$ cat src/rtl/xw_mul_pkg.sv
package xw_mul_pkg;

  // Width of a column accumulator: enough for W terms plus the carry
  // arriving from below (column totals never exceed 2*W).
  function automatic int col_sum_width(input int w);
    return $clog2(w) + 3;
  endfunction

  // Number of output columns that receive bit products.
  function automatic int col_count(input int w);
    return 2 * w - 1;
  endfunction

endpackage

$ cat src/rtl/xw_pp_grid.sv
module xw_pp_grid #(
  parameter int W    = 4,
  parameter int NCOL = 2 * W - 1
) (
  input  logic [W-1:0]            a_i,
  input  logic [W-1:0]            b_i,
  output logic [NCOL-1:0][W-1:0]  col_o
);

  // Slot i of column c holds a[i]&b[c-i] when that index pair exists;
  // every AND is formed at once.
  for (genvar c = 0; c < NCOL; c++) begin : g_col
    for (genvar i = 0; i < W; i++) begin : g_term
      if ((c - i) >= 0 && (c - i) < W) begin : g_live
        assign col_o[c][i] = a_i[i] & b_i[c-i];
      end else begin : g_void
        assign col_o[c][i] = 1'b0;
      end
    end
  end

endmodule

$ cat src/rtl/xw_col_sum.sv
module xw_col_sum #(
  parameter int W    = 4,
  parameter int SUMW = 5
) (
  input  logic [W-1:0]    terms_i,
  input  logic [SUMW-1:0] cin_i,
  output logic            bit_o,
  output logic [SUMW-1:0] cout_o
);

  logic [SUMW-1:0] total;

  always_comb begin
    total = cin_i;
    for (int i = 0; i < W; i++) begin
      total = total + SUMW'(terms_i[i]);
    end
  end

  assign bit_o  = total[0];
  assign cout_o = total >> 1;

endmodule

$ cat src/rtl/xw_out_stage.sv
module xw_out_stage #(
  parameter int PW      = 8,
  parameter bit REG_OUT = 1'b1
) (
  input  logic          clk,
  input  logic          rst_n,
  input  logic          vld_i,
  input  logic [PW-1:0] prod_i,
  output logic [PW-1:0] prod_o,
  output logic          vld_o
);

  if (REG_OUT) begin : g_reg
    logic [PW-1:0] prod_q, prod_d;
    logic          vld_q,  vld_d;

    always_comb begin
      prod_d = prod_q;
      if (vld_i) begin
        prod_d = prod_i;
      end
      vld_d = vld_i;
    end

    always_ff @(posedge clk or negedge rst_n) begin
      if (!rst_n) begin
        prod_q <= '0;
        vld_q  <= 1'b0;
      end else begin
        prod_q <= prod_d;
        vld_q  <= vld_d;
      end
    end

    assign prod_o = prod_q;
    assign vld_o  = vld_q;
  end else begin : g_pass
    assign prod_o = prod_i;
    assign vld_o  = vld_i;
  end

endmodule

$ cat src/rtl/xw_mul4.sv
module xw_mul4
  import xw_mul_pkg::*;
#(
  parameter int W       = 4,
  parameter bit REG_OUT = 1'b1
) (
  input  logic           clk,
  input  logic           rst_n,
  input  logic           in_vld,
  input  logic [W-1:0]   op_a,
  input  logic [W-1:0]   op_b,
  output logic [2*W-1:0] prod,
  output logic           prod_vld
);

  localparam int NCOL = col_count(W);
  localparam int SUMW = col_sum_width(W);
  localparam int PW   = 2 * W;

  logic [NCOL-1:0][W-1:0]    col_bits;
  logic [NCOL:0][SUMW-1:0]   carry;
  logic [PW-1:0]             prod_comb;
  logic [SUMW-2:0]           unused_carry_hi;

  xw_pp_grid #(.W(W), .NCOL(NCOL)) u_grid (
    .a_i   (op_a),
    .b_i   (op_b),
    .col_o (col_bits)
  );

  assign carry[0] = '0;

  for (genvar c = 0; c < NCOL; c++) begin : g_cols
    xw_col_sum #(.W(W), .SUMW(SUMW)) u_col (
      .terms_i (col_bits[c]),
      .cin_i   (carry[c]),
      .bit_o   (prod_comb[c]),
      .cout_o  (carry[c+1])
    );
  end

  // Whatever leaves the highest column is the top product bit.
  assign prod_comb[PW-1] = carry[NCOL][0];
  assign unused_carry_hi = carry[NCOL][SUMW-1:1];

  xw_out_stage #(.PW(PW), .REG_OUT(REG_OUT)) u_out (
    .clk    (clk),
    .rst_n  (rst_n),
    .vld_i  (in_vld),
    .prod_i (prod_comb),
    .prod_o (prod),
    .vld_o  (prod_vld)
  );

endmodule

$ cat config.mk
export PLATFORM = sky130hd
export DESIGN_NAME = xw_mul4
export DESIGN_NICKNAME = d
export VERILOG_FILES = /design/src/rtl/xw_mul_pkg.sv /design/src/rtl/xw_pp_grid.sv /design/src/rtl/xw_col_sum.sv /design/src/rtl/xw_out_stage.sv /design/src/rtl/xw_mul4.sv
export SDC_FILE = /design/constraint.sdc
export NUM_CORES = 1
export LEC_CHECK = 0
export BUFFER_PORTS_ARGS = -buffer_cell sky130_fd_sc_hd__buf_4
export CAP_MARGIN = 40
export CORE_MARGIN = 2
export CORE_UTILIZATION = 48
export CTS_BUF_LIST = sky130_fd_sc_hd__clkbuf_16
export DETAILED_ROUTE_END_ITERATION = 10
export PLACE_DENSITY = 0.81
export SYNTH_ARGS = -nofsm -noshare
export SYNTH_HDL_FRONTEND = slang
export SYNTH_SLANG_ARGS = --single-unit
$ cat constraint.sdc
create_clock -name clk -period 1.05 [get_ports clk]
set_clock_uncertainty 0.05 [all_clocks]
set_input_delay 0.0525 -clock clk [delete_from_list [all_inputs] [get_ports clk]]
set_output_delay 0.0525 -clock clk [all_outputs]
set_load 0.01 [all_outputs]
==> results by group, run 1 <==
Status
  – Outcome: complete, but fails checks
  – Failing checks: negative setup slack

Logic synthesis
  – Synthesized cell area: around 650 sq um
  – Simple-gate share of the synthesized area: 13.8%
  – Synth area leaders: dfrtp_1 35%, fa_1 25%, and2_1 9.6%
  – Post-synthesis mux area share: around 12%
  – Main combinational cell family by area after synthesis: adder cells
  – Area leader, netlist: dfrtp_1
  – Post-synthesis xor/xnor area fraction: 0%
  – Yosys warns: 0
  – Post-synthesis compound-gate area fraction: 1.54%
  – Synth Area in Adders: 32.2%
  – Yosys top cell area share: between 30% and 40%
  – Sequential fraction of the synthesis area: roughly a third
  – Register bit count reported by yosys: 9
  – Synth Instances: 55
  – Average size of a mapped cell: between 10 and 15 sq um
  – Syn nets: between 70 and 80
  – Synth cell types: 13

Worst setup path
  – CP Data Arrival Time: around 4800 ps
  – Crit path launch type: input port
  – Critical path class: in2reg
  – Reg-to-reg setup timing slack: approximately 220 ps
  – Largest fanout on the critical path: 3
  – CP Capture Type: flip-flop
  – CP Data Required Time: 1110 ps

Routing
  – Drt wl/cell: roughly 14 um
  – Routed vias/inst: between 4 and 5
  – ANT nets after route: 0
  – DRC viols: 0
  – Total number of vias: 513
  – 1st-iter DRT viols: 7
  – DRT Wirelength: about 1500 um
  – Pre-antenna DRT Iters: 2

Finish
  – Nets: approximately 110
  – Final Core Density: 82.0%
  – # diodes: 0
  – Design Area, Final: 0.00105 sq mm
  – Ratio of cells with drive above 1 in the final layout: 52.8%
  – # fillers: 76
  – Multi-input logic area: approximately 440 sq um
  – Reg area: 225 sq um
  – Area growth syn-to-layout: 61.6%

GRT
  – Met2 Use GR: a little over two fifths
  – Largest net degree at the start of global routing: 12
  – GR Util All Layers: 22.5%
  – First-pass GRT wire length: ~2300 um
  – Total grt overflow: 0
  – Met3 usage: 3.26%
  – M1 GR Usage: a little under a quarter
  – Initial antenna violation count: 0
  – Vias in the first global route: between 500 and 600
  – Grt peak-use layer: met2

Floorplan
  – I/O pins: 20
  – Die H: roughly 41 um
  – Core Rows: 13
  – Starting Density: 50.7%
  – Die area: around 0.0017 sq mm
  – Core area: between 0.001 and 0.0015 sq mm
  – Width of the chip: 40.9 um

Timing
  – Final Hold Fails: 0
  – Max-slew violations: 0
  – RSZ-0062 raised after global routing: yes
  – Hold_ws: between 100 and 150 ps
  – Final worst setup slack: -3650 ps
  – Worst-Margin Slew: between 200 and 250 ps
  – Max-slew headroom: 86.4%
  – Final setup violation count: 6
  – Fin crit period: between 4000 and 5000 ps
  – Fin crit share: 448%
  – Max Clk Rate: around 210 MHz

Power and ir drop
  – Total power: around 1.6 mW
  – Power per standard cell area: 1560 mW/mm^2
  – P_leak: between 0.5 and 0.6 nW
  – Peak supply drop: ~890 uV

Clock tree
  – CTS max path bufs: 2
  – Htree depth: 1
  – CTS tree: yes
  – Sink Count: 9
  – Worst-Skew Late Latency: ~230 ps
  – Root Buffer: clkbuf_16
  – Clock edge transition at the registers on the reported setup and hold paths: about 40 ps
  – CTS buffer count: 3

Job
  – Max-Cap Viols: 0

Worst hold path
  – Worst Hold Class: in2async

Placed design
  – PortBufs: 19
  – GPL Wtd Cong: around 0.76
  – Post-DP HPWL: 1050 um
  – Dpl cell area: 915 sq um
==> worst max-delay path, stage by stage <==
cell and delay [ps]:
buf_8 90, and2_4 150, ha_4 150, ha_4 210
fa_2 350, ha_4 250, fa_1 470, inv_1 50
fa_2 330, inv_2 60, fa_1 430, fa_1 450
ha_2 200, fa_1 510, inv_1 50, fa_2 330
fa_2 530, mux2i_1 70
==> cell type report <==
type | count | area share [%]
clock buffers | 3 | 7.13
clock inverters | 1 | 0.356
inverters | 8 | 2.85
multi-input cells | 37 | 42.2
flip-flops and latches | 9 | 21.4
well taps | 15 | 1.78
repair buffers | 31 | 24.3
==> per-stage QoR <==
step	instances	TNS (ps)	setup slack, ps
4_1_cts	103	-14530	-3660
2_1_floorplan	55	-14680	-3600
3_5_place_dp	96	-16090	-3890
3_3_place_gp	96	-15770	-3790
6_report	104	-14480	-3650
5_1_grt	104	-14980	-3780
==> registers in the layout, indices dropped and copies added (netlist names) <==
name / cells
u_out.prod_o: 8
u_out.vld_o: 1
==> final timing paths <==
check | startpoint | end | cells after the start
setup / recovery | op_a[0] | u_out.prod_o[6] | 18
hold / removal | rst_n | u_out.vld_o | 2
setup reg to reg | u_out.prod_o[4] | u_out.prod_o[4] | 1
hold reg to reg | u_out.prod_o[5] | u_out.prod_o[5] | 2
max in group asynchronous | rst_n | u_out.prod_o[1] | 2
min in group clk | op_b[1] | u_out.prod_o[1] | 4
==> cell families (layout without fill, tap and decap cells) <==
family                     Yosys count  count (layout)
adders and majority gates           12              12
and+or+nand+nor                     17              17
DFF                                  9               9
AOI/OAI and AO/OA                    2               2
muxes                                6               6
buffers and inverters                9              43
==> report_power, final <==
| part | total (mW) | switching (mW) | leakage [nW] | internal [mW] |
|---|---|---|---|---|
| Clock | 0.670 | 0.172 | 0.0423 | 0.498 |
| Sequential | 0.469 | 0.0449 | 0.109 | 0.424 |
| Combinational | 0.510 | 0.219 | 0.370 | 0.291 |
==> what timing repair did <==
| item | 4_1_cts | 5_1_grt |
|---|---|---|
| pin swaps | 1 | 2 |
| hold buffers | 1 | 1 |
| setup buffers | 2 | 0 |
| endpoints found under the hold margin | 10 | 1 |
| gates resized for setup | 7 | 0 |
| setup endpoints to repair | 6 | 6 |
==> placed cells by master (no fill, tap or decap), drive strengths merged, types with 2 or more instances in the layout <==
cell and n:
nand2 5, ha 4, mux2 3, dlygate4sd3 2
clkbuf 3, and2 10, dfrtp 9, fa 8
mux2i 3, inv 9, buf 29
==> Yosys cell counts <==
library cell	number
and2_1	10
dfrtp_1	9
fa_1	8
inv_1	8
nand2_1	5
ha_1	4
mux2_4	3
mux2i_1	3
a21oi_1	1
buf_6	1
nand3_1	1
nor2_1	1
o21ai_0	1
==> routing by layer <==
layer / vias to the layer above / share of wire, % / wire [um]
li1: 236 / - / -
met1: 255 / 39 / 577
met2: 20 / 56 / 836
met3: 2 / 4.5 / 67
met4: 0 / 0.80 / 12
met5: - / 0 / 0
Note: power is estimated with default switching activity, not from simulation.
==> run 2: changes to the inputs <==
--- a/config.mk
+++ b/config.mk
@@ -7,7 +7,7 @@
 export LEC_CHECK = 0
 export BUFFER_PORTS_ARGS = -buffer_cell sky130_fd_sc_hd__buf_4
 export CAP_MARGIN = 40
-export CORE_MARGIN = 2
+export CORE_MARGIN = 10
 export CORE_UTILIZATION = 48
 export CTS_BUF_LIST = sky130_fd_sc_hd__clkbuf_16
 export DETAILED_ROUTE_END_ITERATION = 10
==> results by group, run 2 (synthesis results as in run 1) <==
Status
  – Outcome: complete, but fails checks
  – Failing checks: negative setup slack

Timing
  – RSZ-0062 raised after global routing: yes
  – Fin crit period: between 4000 and 5000 ps
  – Final worst setup slack: -3610 ps
  – Final setup violation count: 6
  – Final Hold Fails: 0
  – Max-slew violations: 0
  – Hold_ws: around 78 ps
  – Worst-Margin Slew: between 150 and 200 ps
  – Max Clk Rate: approximately 210 MHz
  – Fin crit share: 444%
  – Max-slew headroom: 89.4%

Worst setup path
  – Critical path class: in2reg
  – Largest fanout on the critical path: 2
  – Critical path origin: op_b[0]
  – CP Capture Type: flip-flop
  – CP Data Required Time: approximately 1100 ps
  – Slowest stage cell, crit path: fa_1
  – Most common cell on crit path: fa_1
  – CP Data Arrival Time: ~4700 ps
  – CP Cell Sequence: buf_6 -> and2_4 -> ha_4 -> ha_4 -> fa_2 -> ha_4 -> fa_1 -> inv_1 -> fa_2 -> inv_2 -> fa_1 -> fa_1 -> ha_2 -> fa_1 -> inv_1 -> fa_2 -> fa_1 -> mux2i_1
  – Slowest stage delay, CP: 520 ps
  – Crit path launch type: input port
  – Worst R2R Start: u_out.prod_o[2]

Power and ir drop
  – Peak supply drop: approximately 1400 uV
  – Power per standard cell area: around 1600 mW/mm^2
  – P_leak: approximately 0.51 nW

Finish
  – Most common cell after layout, fill and taps aside: buf_4
  – # diodes: 0
  – Ratio of cells with drive above 1 in the final layout: ~51%
  – # fillers: a little under 80
  – Most frequent cells in the layout: 25 x buf_4, 9 x dfrtp_1, 8 x and2_1, 7 x inv_1
  – Max reg flops: 8
  – Nets: between 100 and 150
  – Design Area, Final: 0.00103 sq mm
  – Area growth syn-to-layout: 58.5%

Routing
  – ANT nets after route: 0
  – Routed vias/inst: roughly 5.0
  – Pre-antenna DRT Iters: 4
  – 1st-iter DRT viols: 9
  – DRT Wirelength: 1870 um
  – DRC viols: 0
  – Drt wl/cell: approximately 18 um
  – Total number of vias: 510

Floorplan
  – Width of the chip: 56.9 um
  – Die H: approximately 57 um
  – I/O pins: 20
  – Core Rows: 13
  – Die area: between 0.003 and 0.004 sq mm
  – Starting Density: approximately 51%
  – Core area: approximately 0.0013 sq mm

Clock tree
  – CTS buffer count: 3
  – Worst-Skew Late Latency: 240 ps
  – Root Buffer: clkbuf_16
  – CTS max path bufs: 2
  – CTS tree: yes
  – Sink Count: 9
  – Htree depth: 1
  – Clock edge transition at the registers on the reported setup and hold paths: 40 ps

Placed design
  – Dpl cell area: approximately 910 sq um
  – GPL Wtd Cong: ~0.84
  – Place WS: -3880 ps
  – Post-DP HPWL: about 1400 um
  – PortBufs: 19

GRT
  – Largest net degree at the start of global routing: 12
  – Initial antenna violation count: 0
  – GR Util All Layers: about an eighth
  – First-pass GRT wire length: ~3000 um
  – Total grt overflow: 0
  – Vias in the first global route: around 590

Worst hold path
  – Worst Hold Class: in2reg
  – Min-delay src: in_vld

Job
  – Max-Cap Viols: 0
[run 2: changes by cell type in the layout (fill, tap and decap cells not counted), sizes merged]
cell / delta
inv: -1
buf: -1
clkinv: +1
[run 2: layout make-up]
cell class / instances / area (sq um) / area share (%)
clock inverters: 1 / 5.00 / 0.484
clock buffers: 3 / 75.1 / 7.26
repair buffers: 30 / 241 / 23.4
inverters: 8 / 30.0 / 2.91
flip-flops and latches: 9 / 225 / 21.8
well taps: 15 / 18.8 / 1.82
multi-input cells: 37 / 438 / 42.4
[run 2: what timing repair did]
item / CTS / global route
setup buffers: 1 / 0
setup endpoints to repair: 6 / 6
hold buffers: 2 / 0
endpoints found under the hold margin: 10 / 0
gates resized for setup: 3 / 0
[run 2: per-stage QoR]
step	std cells	utilization (%)	total power, mW	TNS, ps
floorplan	55	-	0.715	-14680
global placement	96	71.2	0.941	-15750
detailed placement	96	71.2	0.972	-16130
CTS	103	80.4	1.69	-14560
global route	103	80.4	1.75	-14870
finish	103	80.4	1.67	-14490
[run 2: report_power, final]
| part | total, mW | switching [mW] | leakage (nW) | internal (mW) |
|---|---|---|---|---|
| Combinational | 0.509 | 0.225 | 0.362 | 0.284 |
| Sequential | 0.473 | 0.0496 | 0.109 | 0.424 |
| Clock | 0.688 | 0.184 | 0.0409 | 0.504 |
| Total | 1.67 | 0.459 | 0.512 | 1.21 |
[run 2: worst max-delay path: cells and delay by family]
family	cells	cell delay, ps
adders and majority gates	12	4200
and+or+nand+nor	1	150
muxes	1	70
buffers and inverters	4	260
[run 2: metal layers]
metal | GRT usage (%) | vias up | share of wire [%]
met5 | 0 | - | 0
met1 | 11.8 | 257 | 38
met3 | 2.25 | 4 | 2.9
li1 | - | 237 | -
met2 | 23.4 | 12 | 57
met4 | 5.03 | 0 | 1.8
[run 2: final timing paths]
path	to	slack (ps)	cells past startpoint
max	u_out.prod_o[6]	-3610	18
min	u_out.prod_o[7]	80	2
max reg2reg	u_out.prod_o[2]	220	1
min reg2reg	u_out.prod_o[6]	470	2
max in group asynchronous	u_out.prod_o[1]	660	2
min in group asynchronous	u_out.prod_o[7]	150	2
==> run 3: changes to the inputs <==
--- a/config.mk
+++ b/config.mk
@@ -8,10 +8,10 @@
 export BUFFER_PORTS_ARGS = -buffer_cell sky130_fd_sc_hd__buf_4
 export CAP_MARGIN = 40
 export CORE_MARGIN = 10
-export CORE_UTILIZATION = 48
+export CORE_UTILIZATION = 44
 export CTS_BUF_LIST = sky130_fd_sc_hd__clkbuf_16
 export DETAILED_ROUTE_END_ITERATION = 10
-export PLACE_DENSITY = 0.81
+export PLACE_DENSITY = 0.79
 export SYNTH_ARGS = -nofsm -noshare
 export SYNTH_HDL_FRONTEND = slang
 export SYNTH_SLANG_ARGS = --single-unit
==> constraint.sdc (replaced) <==
create_clock -name clk -period 4 [get_ports clk]
set_clock_uncertainty 0.05 [all_clocks]
set_input_delay 0.2 -clock clk [delete_from_list [all_inputs] [get_ports clk]]
set_output_delay 0.2 -clock clk [all_outputs]
set_load 0.01 [all_outputs]
==> results by group, run 3 (synthesis results as in run 1) <==
Finish
  – # fillers: 91
  – Multi-input logic area: roughly 440 sq um
  – Max reg flops: 8
  – Reg area: between 200 and 250 sq um
  – Ratio of cells with drive above 1 in the final layout: around 52%
  – Most frequent cells in the layout: 25 x buf_4, 9 x dfrtp_1, 8 x and2_1, 7 x inv_1
  – Area growth syn-to-layout: 59.3%
  – # diodes: 0
  – Most common cell after layout, fill and taps aside: buf_4
  – Design Area, Final: a little over 0.001 sq mm
  – Final Core Density: about three quarters
  – Nets: approximately 110

Power and ir drop
  – P_leak: 0.515 nW
  – Peak supply drop: 202 uV
  – Power per standard cell area: 413 mW/mm^2

Timing
  – Max-slew headroom: between 90% and 100%
  – RSZ-0062 raised after global routing: yes
  – Final setup violation count: 3
  – Fin crit share: 118%
  – Max Clk Rate: around 210 MHz
  – Final worst setup slack: -735 ps
  – Fin crit period: about 4700 ps
  – Final Hold Fails: 0
  – Setup TNS: -1870 ps
  – Hold_ws: around 150 ps
  – Max-slew violations: 0
  – Worst-Margin Slew: ~140 ps

Clock tree
  – Worst-Skew Late Latency: between 200 and 250 ps
  – Root Buffer: clkbuf_16
  – CTS max path bufs: 2
  – Clock edge transition at the registers on the reported setup and hold paths: 40 ps
  – Sink Count: 9
  – CTS buffer count: 3
  – Htree depth: 1
  – CTS tree: yes

Routing
  – DRC viols: 0
  – Total number of vias: around 480
  – Drt wl/cell: about 15 um
  – DRT Wirelength: 1520 um
  – ANT nets after route: 0
  – 1st-iter DRT viols: 1
  – Pre-antenna DRT Iters: 2
  – Routed vias/inst: around 4.7

Floorplan
  – I/O pins: 20
  – Width of the chip: roughly 60 um
  – Starting Density: about half
  – Die H: between 50 and 60 um
  – Die area: between 0.003 and 0.004 sq mm
  – Core area: roughly 0.0014 sq mm
  – Core Rows: 13

GRT
  – GR Util All Layers: under 10%
  – Vias in the first global route: between 500 and 600
  – Largest net degree at the start of global routing: 12
  – Initial antenna violation count: 0
  – First-pass GRT wire length: about 2600 um
  – Total grt overflow: 0

Placed design
  – GPL Wtd Cong: between 0.7 and 0.8
  – Post-DP HPWL: 1190 um
  – Dpl cell area: slightly above 900 sq um
  – Place WS: -1060 ps
  – PortBufs: 19

Status
  – Failing checks: negative setup slack
  – Outcome: complete, but fails checks

Worst setup path
  – Most common cell on crit path: fa_1
  – CP Data Arrival Time: ~4800 ps
  – Critical path class: in2reg
  – Largest fanout on the critical path: 3
  – CP Capture Type: flip-flop
  – CP Cell Sequence: buf_8 -> and2_4 -> ha_4 -> ha_4 -> fa_2 -> ha_4 -> fa_1 -> inv_1 -> fa_2 -> inv_2 -> fa_1 -> fa_1 -> ha_2 -> fa_1 -> inv_1 -> fa_2 -> fa_1 -> mux2i_1
  – Worst r2r path cells: 1
  – Slowest stage delay, CP: 490 ps
  – Slowest stage cell, crit path: fa_1
  – Crit path launch type: input port
  – CP Data Required Time: 4070 ps

Job
  – Max-Cap Viols: 0

Worst hold path
  – Worst Hold Class: in2reg
  – Worst hold stages: 1
[run 3: cell types whose count changed in the layout (fill, tap and decap cells not counted)]
cell           delta
buf_8             +1
dlygate4sd3_1     -1
[run 3: path summary, 6_finish.rpt]
check	start	endpoint	slack [ps]
max	op_a[0]	u_out.prod_o[6]	-730
min	in_vld	u_out.vld_o	150
max reg2reg	u_out.prod_o[4]	u_out.prod_o[4]	3190
min reg2reg	u_out.prod_o[1]	u_out.prod_o[1]	460
max in group asynchronous	rst_n	u_out.prod_o[0]	3490
min in group asynchronous	rst_n	u_out.vld_o	280
[run 3: what timing repair did]
item / CTS / global route
buffers inserted: 2 / 1
gates cloned: 0 / 0
pin swaps: 1 / 0
hold endpoints to repair: 9 / 0
hold buffers: 1 / 0
endpoints found under the setup margin: 3 / 3
gates resized for setup: 5 / 0
[run 3: area by class of cell]
cell class	instances	area share (%)
Multi-Input combinational cell	37	42.2
Timing Repair Buffer	30	23.7
Sequential cell	9	21.7
Clock buffer	3	7.23
Inverter	8	2.89
Tap cell	15	1.81
Clock inverter	1	0.482
[run 3: worst max-delay path, delay by kind of cell]
kind          cells  cell delay (ps)
mux               1               60
simple gates      1              150
fa+ha+maj        12             4120
buf+inv           4              260
[run 3: per-layer routing]
| metal | GRT usage (%) | vias up | routed length [um] |
|---|---|---|---|
| li1 | - | 234 | - |
| met1 | 11.6 | 228 | 676 |
| met2 | 15.0 | 18 | 710 |
| met3 | 2.15 | 2 | 101 |
| met4 | 8.05 | 0 | 27 |
| met5 | 0 | - | 0 |
[run 3: report_power, final]
group	leakage (nW)	internal, mW	switching [mW]
clock	0.0409	0.132	0.0434
combinational	0.365	0.0751	0.0573
sequential	0.109	0.111	0.0107
[run 3: metrics by stage]
stage,power [mW],instances
global placement,0.246,95
CTS,0.435,102
floorplan,0.188,55
detailed placement,0.250,95
finish,0.429,103
global route,0.457,103
